[config.mk]
export PLATFORM = sky130hd
export DESIGN_NAME = sdcmd_issue_engine
export DESIGN_NICKNAME = d
export VERILOG_FILES = /design/src/rtl/sdcmd_pkg.sv /design/src/rtl/sdcmd_word_encoder.sv /design/src/rtl/sdcmd_poll_timer.sv /design/src/rtl/sdcmd_issue_engine.sv
export SDC_FILE = /design/constraint.sdc
export NUM_CORES = 1
export LEC_CHECK = 0
export CAP_MARGIN = 15
export CORE_MARGIN = 2
export CORE_UTILIZATION = 52
export DETAILED_ROUTE_END_ITERATION = 7
export MAX_ROUTING_LAYER = met4
export PLACE_DENSITY = 0.77
export RECOVER_POWER = 50
export SYNTH_ARGS = -nofsm -noshare
export SYNTH_HDL_FRONTEND = slang
export SYNTH_SLANG_ARGS = --single-unit
[constraint.sdc]
create_clock -name clk -period 3.8 [get_ports clk]
set_input_delay 0.57 -clock clk [delete_from_list [all_inputs] [get_ports clk]]
set_output_delay 0.57 -clock clk [all_outputs]
set_load 0.01 [all_outputs]
[src/rtl/sdcmd_pkg.sv]
package sdcmd_pkg;
    localparam int OFF_DMA_ADDR = 8'h00;
    localparam int OFF_ARG      = 8'h08;
    localparam int OFF_XFER     = 8'h0C;
    localparam int OFF_CMD      = 8'h0E;
    localparam int OFF_ISTAT    = 8'h30;
    localparam int OFF_SIG_EN   = 8'h38;

    localparam logic [1:0] SZ_BYTE = 2'd0;
    localparam logic [1:0] SZ_HALF = 2'd1;
    localparam logic [1:0] SZ_WORD = 2'd2;

    localparam int ST_CMD_END  = 0;
    localparam int ST_DATA_END = 1;
    localparam int ST_DMA_STOP = 3;
    localparam int ST_ERROR    = 15;

    typedef enum logic [3:0] {
        S_IDLE, S_CLR, S_SIGEN, S_ARG, S_MODE, S_CMD,
        S_POLL, S_STATBK, S_DMARD, S_DMAWR, S_DONE
    } state_t;
endpackage

[src/rtl/sdcmd_word_encoder.sv]
module sdcmd_word_encoder (
    input  logic [7:0]  index,
    input  logic [4:0]  rsp,
    input  logic        data,
    output logic [15:0] cmd_word,
    output logic [15:0] mode_word,
    output logic        end_on_data
);
    logic [7:0] flags;

    always_comb begin
        flags = 8'h00;
        if (!rsp[0])      flags[1:0] = 2'd0;
        else if (rsp[1])  flags[1:0] = 2'd1;
        else if (rsp[3])  flags[1:0] = 2'd3;
        else              flags[1:0] = 2'd2;
        flags[3] = rsp[2];
        flags[4] = rsp[4];
        flags[5] = data;
    end

    assign cmd_word    = {index, flags};
    assign mode_word   = data ? 16'h0037 : 16'h0000;
    assign end_on_data = rsp[3] | data;
endmodule

[src/rtl/sdcmd_poll_timer.sv]
module sdcmd_poll_timer #(
    parameter int W = 16
) (
    input  logic         clk,
    input  logic         rst_n,
    input  logic         clr,
    input  logic         inc,
    input  logic [W-1:0] limit,
    output logic         last
);
    logic [W-1:0] cnt;

    always_ff @(posedge clk or negedge rst_n) begin
        if (!rst_n)     cnt <= '0;
        else if (clr)   cnt <= '0;
        else if (inc)   cnt <= cnt + 1'b1;
    end

    assign last = ({1'b0, cnt} + 1'b1) >= {1'b0, limit};
endmodule

[src/rtl/sdcmd_issue_engine.sv]
module sdcmd_issue_engine
    import sdcmd_pkg::*;
#(
    parameter int ADDR_W = 8,
    parameter int TMO_W  = 16
) (
    input  logic              clk,
    input  logic              rst_n,
    input  logic              req_valid,
    output logic              req_ready,
    input  logic [7:0]        req_index,
    input  logic [31:0]       req_arg,
    input  logic [4:0]        req_rsp,
    input  logic              req_data,
    input  logic [TMO_W-1:0]  timeout_limit,
    output logic              bus_req,
    output logic              bus_we,
    output logic [1:0]        bus_size,
    output logic [ADDR_W-1:0] bus_addr,
    output logic [31:0]       bus_wdata,
    input  logic              bus_ack,
    input  logic [31:0]       bus_rdata,
    output logic              done,
    output logic              done_err,
    output logic              done_tmo
);
    state_t      state_q, state_d;
    logic [31:0] arg_q, stat_q, dma_q;
    logic [15:0] cmd_q, mode_q;
    logic        end_data_q, err_q, tmo_q;
    logic [15:0] enc_cmd, enc_mode;
    logic        enc_end;
    logic        tmr_last, tmr_inc, tmr_clr;
    logic        poll_hit, saved_hit, take;

    sdcmd_word_encoder u_enc (
        .index(req_index), .rsp(req_rsp), .data(req_data),
        .cmd_word(enc_cmd), .mode_word(enc_mode), .end_on_data(enc_end)
    );

    sdcmd_poll_timer #(.W(TMO_W)) u_tmr (
        .clk(clk), .rst_n(rst_n), .clr(tmr_clr), .inc(tmr_inc),
        .limit(timeout_limit), .last(tmr_last)
    );

    assign take      = (state_q == S_IDLE) && req_valid;
    assign poll_hit  = end_data_q ? bus_rdata[ST_DATA_END] : bus_rdata[ST_CMD_END];
    assign saved_hit = end_data_q ? stat_q[ST_DATA_END] : stat_q[ST_CMD_END];
    assign tmr_clr   = (state_q == S_IDLE);
    assign tmr_inc   = bus_ack &&
        (((state_q == S_POLL) && !bus_rdata[ST_ERROR] && !bus_rdata[ST_DMA_STOP] && !poll_hit) ||
         ((state_q == S_DMAWR) && !saved_hit));

    always_comb begin
        state_d = state_q;
        unique case (state_q)
            S_IDLE:   if (req_valid) state_d = S_CLR;
            S_CLR:    if (bus_ack) state_d = S_SIGEN;
            S_SIGEN:  if (bus_ack) state_d = S_ARG;
            S_ARG:    if (bus_ack) state_d = S_MODE;
            S_MODE:   if (bus_ack) state_d = S_CMD;
            S_CMD:    if (bus_ack) state_d = S_POLL;
            S_POLL: if (bus_ack) begin
                if (bus_rdata[ST_ERROR])         state_d = S_DONE;
                else if (bus_rdata[ST_DMA_STOP]) state_d = S_STATBK;
                else if (poll_hit || tmr_last)   state_d = S_DONE;
                else                             state_d = S_POLL;
            end
            S_STATBK: if (bus_ack) state_d = S_DMARD;
            S_DMARD:  if (bus_ack) state_d = S_DMAWR;
            S_DMAWR: if (bus_ack) begin
                if (saved_hit || tmr_last) state_d = S_DONE;
                else                       state_d = S_POLL;
            end
            S_DONE:   state_d = S_IDLE;
            default:  state_d = S_IDLE;
        endcase
    end

    always_ff @(posedge clk or negedge rst_n) begin
        if (!rst_n) state_q <= S_IDLE;
        else        state_q <= state_d;
    end

    always_ff @(posedge clk or negedge rst_n) begin
        if (!rst_n) begin
            arg_q <= '0; stat_q <= '0; dma_q <= '0;
            cmd_q <= '0; mode_q <= '0;
            end_data_q <= 1'b0; err_q <= 1'b0; tmo_q <= 1'b0;
        end else begin
            if (take) begin
                arg_q      <= req_arg;
                cmd_q      <= enc_cmd;
                mode_q     <= enc_mode;
                end_data_q <= enc_end;
                err_q      <= 1'b0;
                tmo_q      <= 1'b0;
            end
            if ((state_q == S_POLL) && bus_ack) begin
                stat_q <= bus_rdata;
                if (bus_rdata[ST_ERROR]) begin
                    err_q <= 1'b1;
                end else if (!bus_rdata[ST_DMA_STOP] && !poll_hit && tmr_last) begin
                    err_q <= 1'b1;
                    tmo_q <= 1'b1;
                end
            end
            if ((state_q == S_DMARD) && bus_ack) dma_q <= bus_rdata;
            if ((state_q == S_DMAWR) && bus_ack && !saved_hit && tmr_last) begin
                err_q <= 1'b1;
                tmo_q <= 1'b1;
            end
        end
    end

    always_comb begin
        req_ready = 1'b0;
        bus_req   = 1'b0;
        bus_we    = 1'b0;
        bus_size  = SZ_WORD;
        bus_addr  = '0;
        bus_wdata = '0;
        done      = 1'b0;
        done_err  = 1'b0;
        done_tmo  = 1'b0;
        unique case (state_q)
            S_IDLE:   req_ready = 1'b1;
            S_CLR:    begin bus_req = 1'b1; bus_we = 1'b1; bus_addr = ADDR_W'(OFF_ISTAT);  bus_wdata = 32'hFFFF_FFFF; end
            S_SIGEN:  begin bus_req = 1'b1; bus_we = 1'b1; bus_addr = ADDR_W'(OFF_SIG_EN); end
            S_ARG:    begin bus_req = 1'b1; bus_we = 1'b1; bus_addr = ADDR_W'(OFF_ARG);    bus_wdata = arg_q; end
            S_MODE:   begin bus_req = 1'b1; bus_we = 1'b1; bus_size = SZ_HALF; bus_addr = ADDR_W'(OFF_XFER); bus_wdata = {16'h0, mode_q}; end
            S_CMD:    begin bus_req = 1'b1; bus_we = 1'b1; bus_size = SZ_HALF; bus_addr = ADDR_W'(OFF_CMD);  bus_wdata = {16'h0, cmd_q}; end
            S_POLL:   begin bus_req = 1'b1; bus_addr = ADDR_W'(OFF_ISTAT); end
            S_STATBK: begin bus_req = 1'b1; bus_we = 1'b1; bus_addr = ADDR_W'(OFF_ISTAT); bus_wdata = stat_q; end
            S_DMARD:  begin bus_req = 1'b1; bus_addr = ADDR_W'(OFF_DMA_ADDR); end
            S_DMAWR:  begin bus_req = 1'b1; bus_we = 1'b1; bus_addr = ADDR_W'(OFF_DMA_ADDR); bus_wdata = dma_q; end
            S_DONE:   begin done = 1'b1; done_err = err_q; done_tmo = tmo_q; end
            default:  ;
        endcase
    end
endmodule

-- After elaboration in Yosys (flattened, before gate mapping)
Index checks and enable logic that the tools add are counted.
W data, S select, Z words.
- $add $sub $neg: 2
- order comparisons: 1
- equality and inequality tests: 20
- muxes and demuxes: 42
- bitwise operators: 1
- reductions and logical operators: 27
- operators by type and width (cell ; number):
    $pmux W32 S6 ; 1
    $mux W4 ; 14
    $pmux W4 S10 ; 1
    $mux W16 ; 2
    $pmux W6 S5 ; 1
    $ne A2 B2 Y1 const B ; 10
    $mux W1 ; 19
    $add A16 B1 Y17 const B ; 1
    $ge A17 B16 Y1 ; 1
    $add A16 B1 Y16 const B ; 1
    $eq A4 B3 Y1 const B ; 4
    $logic_and A1 B1 Y1 ; 13
    $eq A4 B4 Y1 const B ; 3
    $reduce_and A10 Y1 ; 1
    $reduce_or A9 Y1 ; 1
    $eq A4 B2 Y1 const B ; 2
    $reduce_or A7 Y1 ; 1
    $mux W2 ; 3
    $mux W6 ; 1
    $eq A4 B1 Y1 const B ; 1
    $logic_not A1 Y1 ; 4
    $logic_not A4 Y1 ; 1
    $logic_or A1 B1 Y1 ; 3
    $reduce_or A3 Y1 ; 1
    other kinds (3) ; 3
- flip-flop bits (word level): 148
- input bits: 98
- logic and storage cells: 103

-- Depth between registers and ports, before layout
- depth in word-level cells: 8
- gate-level depth with buffers: 11

-- By module
A second synthesis with hierarchy kept.
- cells, all modules: 690
- area total of the unflattened synthesis: 7875.1 µm²
- modules (own cells, without submodules) (module ; instances ; cells an instance ; area an instance (µm²) ; seq. area each (µm²)):
    sdcmd_issue_engine ; 1 ; 485 ; 6180.9 ; 3378.2
    sdcmd_poll_timer ; 1 ; 171 ; 1445.1 ; 400.4
    sdcmd_word_encoder ; 1 ; 34 ; 249.0 ; 0.0

-- Least setup slack after synthesis
OpenSTA, ideal clock, no wires.
- kind: flip-flop to flip-flop
- start point: register u_tmr.cnt[0]
- end point: register err_q
- setup time: 0.126 ns
- arrival time: 2.644 ns
- required time: 3.674 ns
- slack: 1.030 ns
- stages on the path, launching flop included: 11
- buffers on the path: 0
- clock period less this slack: 2.770 ns
- cells stage by stage: dfrtp_1 > ha_1 > nand4_2 > nor4_4 > xor2_1 > ha_1 > a21o_1 > a21o_1 > a221oi_1 > nand3_1 > a221o_1
- longest elaborated chain between the ends: 7
- elaborated cells on any way between the ends: 8
- those cells by class: add/sub (1); order compare (1); mux (4); reduce/logical (2)
- ends and longest elaborated chain (what ; line ; source):
    start, declared ; sdcmd_poll_timer.sv:11 ; logic [W-1:0] cnt;
    start signal, assigned ; sdcmd_poll_timer.sv:16 ; else if (inc) cnt <= cnt + 1'b1;
    $add A16 B1 Y17 (*) ; sdcmd_poll_timer.sv:19 ; assign last = ({1'b0, cnt} + 1'b1) >= {1'b0, limit};
    $ge A17 B16 Y1 (*) ; sdcmd_poll_timer.sv:19 ;
    $logic_and A1 B1 Y1 ; sdcmd_issue_engine.sv:103 ; end else if (!bus_rdata[ST_DMA_STOP] && !poll_hit && tmr_last) begin
    $mux W1 ; sdcmd_issue_engine.sv:103 ;
    $mux W1 ; sdcmd_issue_engine.sv:101 ; if (bus_rdata[ST_ERROR]) begin
    $mux W1 ; sdcmd_issue_engine.sv:99 ; if ((state_q == S_POLL) && bus_ack) begin
    $mux W1 (*) ; sdcmd_issue_engine.sv:109 ; if ((state_q == S_DMAWR) && bus_ack && !saved_hit && tmr_last) begin
    end signal, assigned ; sdcmd_issue_engine.sv:102 ; err_q <= 1'b1;
    end signal, assigned ; sdcmd_issue_engine.sv:104 ; err_q <= 1'b1;
    end signal, assigned ; sdcmd_issue_engine.sv:110 ; err_q <= 1'b1;
    end, declared ; sdcmd_issue_engine.sv:30 ; logic end_data_q, err_q, tmo_q;
Mark *: on every way between the ends. The rest lies on a longest branch, timed or not.
A chain may end at the register's enable or synchronous reset.

-- Worst setup path in the final report
- start point: register state_q[2]
- end point: output bus_wdata[0]
- longest elaborated chain between the ends: 2
- elaborated cells on any way between the ends: 7
- those cells by class: eq/ne (6); mux (1)
- ends and longest elaborated chain (what ; line ; source):
    start, declared ; sdcmd_issue_engine.sv:27 ; state_t state_q, state_d;
    start signal, assigned ; sdcmd_issue_engine.sv:82 ; else state_q <= state_d;
    $eq A4 B4 Y1, or another cell as far along ; sdcmd_issue_engine.sv:126 ; unique case (state_q)
    $pmux W32 S6 (*) ; sdcmd_issue_engine.sv:126 ;
    end, declared ; sdcmd_issue_engine.sv:20 ; output logic [31:0] bus_wdata,
Marks and branches as above.

==> summary.md <==
| Metric | Value |
|---|---|
| Hold buffers post-CTS | 0 |
| Nets | 887 |
| Post-CTS Setup Repair Bufs | 0 |
| Starting utilization of the core area | 53.2% |
| Max Cap Viol | 1 |
| Max-slew violations | 133 |
| TritonCTS clock tree | yes |
| EDFF count, synth | 0 |
| Clock Latency Late Sink | 0.42 ns |
| Final min period | 3.42 ns |
| DRC Markers | 0 |
| Layout cells sized above 1 | 21.1% |
| Grt total ovfl | 0 |
| Fin area | 9030 sq um |
| Critical Path Sink Type | output port |
| Ant diodes | 0 |
| Synthesized area | 7040 sq um |
| RSZ-0062 raised after global routing | false |
| Number of synthesized register bits | 132 |
| CP startpoint | state_q[2]$_DFFE_PN0P_ |
| Core Region | 13200 sq um |
| Worst r2r src | state_q[3]$_DFFE_PN0P_ |
| Startpoint Class | register |
| Slew margin rel. | -95.0% |
| GRT Total Usage | 26.0% |
| Peak VDD IR | 0.419 mV |
| Period utilization | 90.0% |
| Last element of the critical path | bus_wdata[0] |
| Fillers | 1035 |
| Initial antenna violation count | 0 |
| Antenna-violating nets left | 0 |
| Post-Synthesis Cells | 641 |
| Vias/cell | 5.66 |
| Avg Inst Size Synth | 11.0 sq um |
| Die footprint | 14500 sq um |
| Arr. time, crit path | 2.85 ns |
| Routed length per instance | 18.1 um |
| Most common library cell in the layout ignoring fill and taps | clkdlybuf4s50_1 |
| # setup viols final | 0 |
| Slew @ Worst Pin | 2.92 ns |
| Area delta synth->final | 28.2% |
| Async set-reset flop share out of synthesis | 100% |
| Die height | 120 um |
| GPL Wtd Cong | 0.889 |
| Via count | 5440 |
| Drt first pass iters | 5 |
| DP HPWL | 11600 um |
| Port Buffers | 142 |
| Clk pin slew, worst setup/hold paths | 0.06 ns |
| YS warnings | 0 |
| F_max | 0.292 GHz |
| Final hold violation count | 0 |
| Clock Root Buffer | clkbuf_16 |
| GRT busiest layer | met2 |
| Placed cell area | 8520 sq um |
| Crit Path Max Fanout | 16 |
| Power Dens Cells | 728 nW/um^2 |
| CP Data Required Time | 3.23 ns |
| I/O Pins | 146 |
| Clock skew | 0.00722 ns |
| Total Wirelength | 17400 um |
| HP Class | register to register |
| # clock sinks | 132 |
| Reg-to-Reg End | u_tmr.cnt[5]$_DFFE_PN0P_ |
| Commonest non-fill, non-tap cells in the layout | clkdlybuf4s50_1, dfrtp_1, mux2_2, o21ai_0, nand2_1 |
| Std-Cell Rows | 42 |
| Setup TNS | 0 ns |
| Failing checks | max-capacitance violations, max-slew violations |
| Num CTS Buffers | 17 |
| R2R depth | 5 |
| Number of global-route vias before repair | 5759 |
| Unique masters post-synth | 57 |
| H-tree Lvls | 4 |
| Kind of critical path | register to output port |
| First-pass GRT wire length | 28700 um |
| Grt met2 use | 41.9% |
| R2r setup slk | 0.60 ns |
| Die width | 120 um |
| Pin count of the biggest net entering global routing | 133 |
| Max clock buf depth | 2 |
| Post-synth top flop | dfrtp_1 |
| Grt met3 use | 5.52% |
| Cts repair resizes | 0 |
| P_leak | 0.00411 uW |
| Post-synthesis sequential area ratio | 46.9% |
| Status | complete, but fails checks |
| DR iter-0 viols | 336 |
| Met1 usage | 32.1% |
-- power by group --
group	switching, uW	internal [uW]	leakage (uW)
combinational	1230	1480	0.00217
sequential	376	1980	0.00168
clock	613	894	0.000259
total	2220	4350	0.00411
-- cells by family after synthesis --
group,after synthesis,synth area share [%]
DFF,132,46.9
adders and majority gates,17,3.02
other,1,0.0533
AOI/OAI and AO/OA,166,14.7
buffers and inverters,74,5.38
xor gates and xnor gates,16,1.99
and+or+nand+nor,127,10.7
muxes,108,17.2
-- area by class of cell --
cell class,instances,area (sq um),share of cell area (%)
Multi-Input combinational cell,437,3350,37.1
Sequential cell,132,3300,36.6
Timing Repair Buffer,152,1490,16.5
Clock buffer,19,433,4.80
Tap cell,176,220,2.44
Inverter,32,121,1.34
Clock inverter,13,111,1.23
-- synthesized netlist by cell type (all sizes together) (2+ instances only) --
cell,instances,share of area [%]
a32oi,2,0.25
and2,6,0.57
a22oi,14,1.5
o21ai,65,4.6
nor2,21,1.1
xor2,9,1.1
a21o,13,1.4
nor2b,3,0.27
mux2i,3,0.43
a22o,3,0.37
nand2,47,2.6
a21boi,18,1.9
a21bo,3,0.43
buf,25,2.8
o21a,2,0.21
nand3,16,1.4
mux2,105,17
dfrtp,132,47
inv,30,1.6
xnor2,7,0.87
nand2b,5,0.55
a221o,6,0.85
nor4,4,0.78
o211ai,2,0.21
ha,17,3.0
nand4,7,1.1
clkbuf,17,0.91
clkinv,2,0.12
nor3b,6,1.2
a21oi,31,2.2
nor3,7,0.50
-- stage by stage --
step / total power [uW] / utilization, % / cells / hold WS [ns] / setup WS [ns]
4_1_cts: 6610 / 68.5 / 961 / 0.301 / 0.335
3_3_place_gp: 4970 / 64.3 / 929 / 0.469 / 0.815
5_1_grt: 6980 / 68.2 / 961 / 0.509 / 0.156
2_1_floorplan: 3950 / - / 643 / 0.274 / 1.03
6_report: 6570 / 68.2 / 961 / 0.495 / 0.380
3_5_place_dp: 5080 / 64.3 / 929 / 0.487 / 0.709
-- metal layers --
layer  vias up  wire, um
met3        34       883
met5         -         0
li1       2543         -
met2       172      8630
met4         0       397
met1      2691      7490
-- flip-flops by register name, summed over array words and instances (netlist names) --
register / count
u_tmr.cnt: 16
cmd_q: 13
state_q: 4
err_q: 1
stat_q: 32
tmo_q: 1
arg_q: 32
end_data_q: 1
dma_q: 32
-- worst max-delay path, cell delays in order (launching register included) --
cell	delay, ns
dfrtp_1	0.62
nand2b_1	0.59
o21ai_0	0.18
nand2_1	0.16
o21ai_0	0.10
a221o_1	0.30
clkdlybuf4s50_1	0.48
-- how the worst min path moves through the flow --
stage,startpoint,endpoint,slack [ns],cells after the start
after floorplan,rst_n,arg_q[0]$_DFFE_PN0P_,0.27,0
after global placement,dma_q[15]$_DFFE_PN0P_,dma_q[15]$_DFFE_PN0P_,0.47,2
after detailed placement,cmd_q[0]$_DFFE_PN0P_,cmd_q[0]$_DFFE_PN0P_,0.49,2
after CTS,rst_n,cmd_q[4]$_DFFE_PN0P_,0.30,2
after global routing,dma_q[6]$_DFFE_PN0P_,dma_q[6]$_DFFE_PN0P_,0.51,1
final,dma_q[15]$_DFFE_PN0P_,dma_q[15]$_DFFE_PN0P_,0.50,2
No activity file was read; power rests on OpenSTA's default activity.
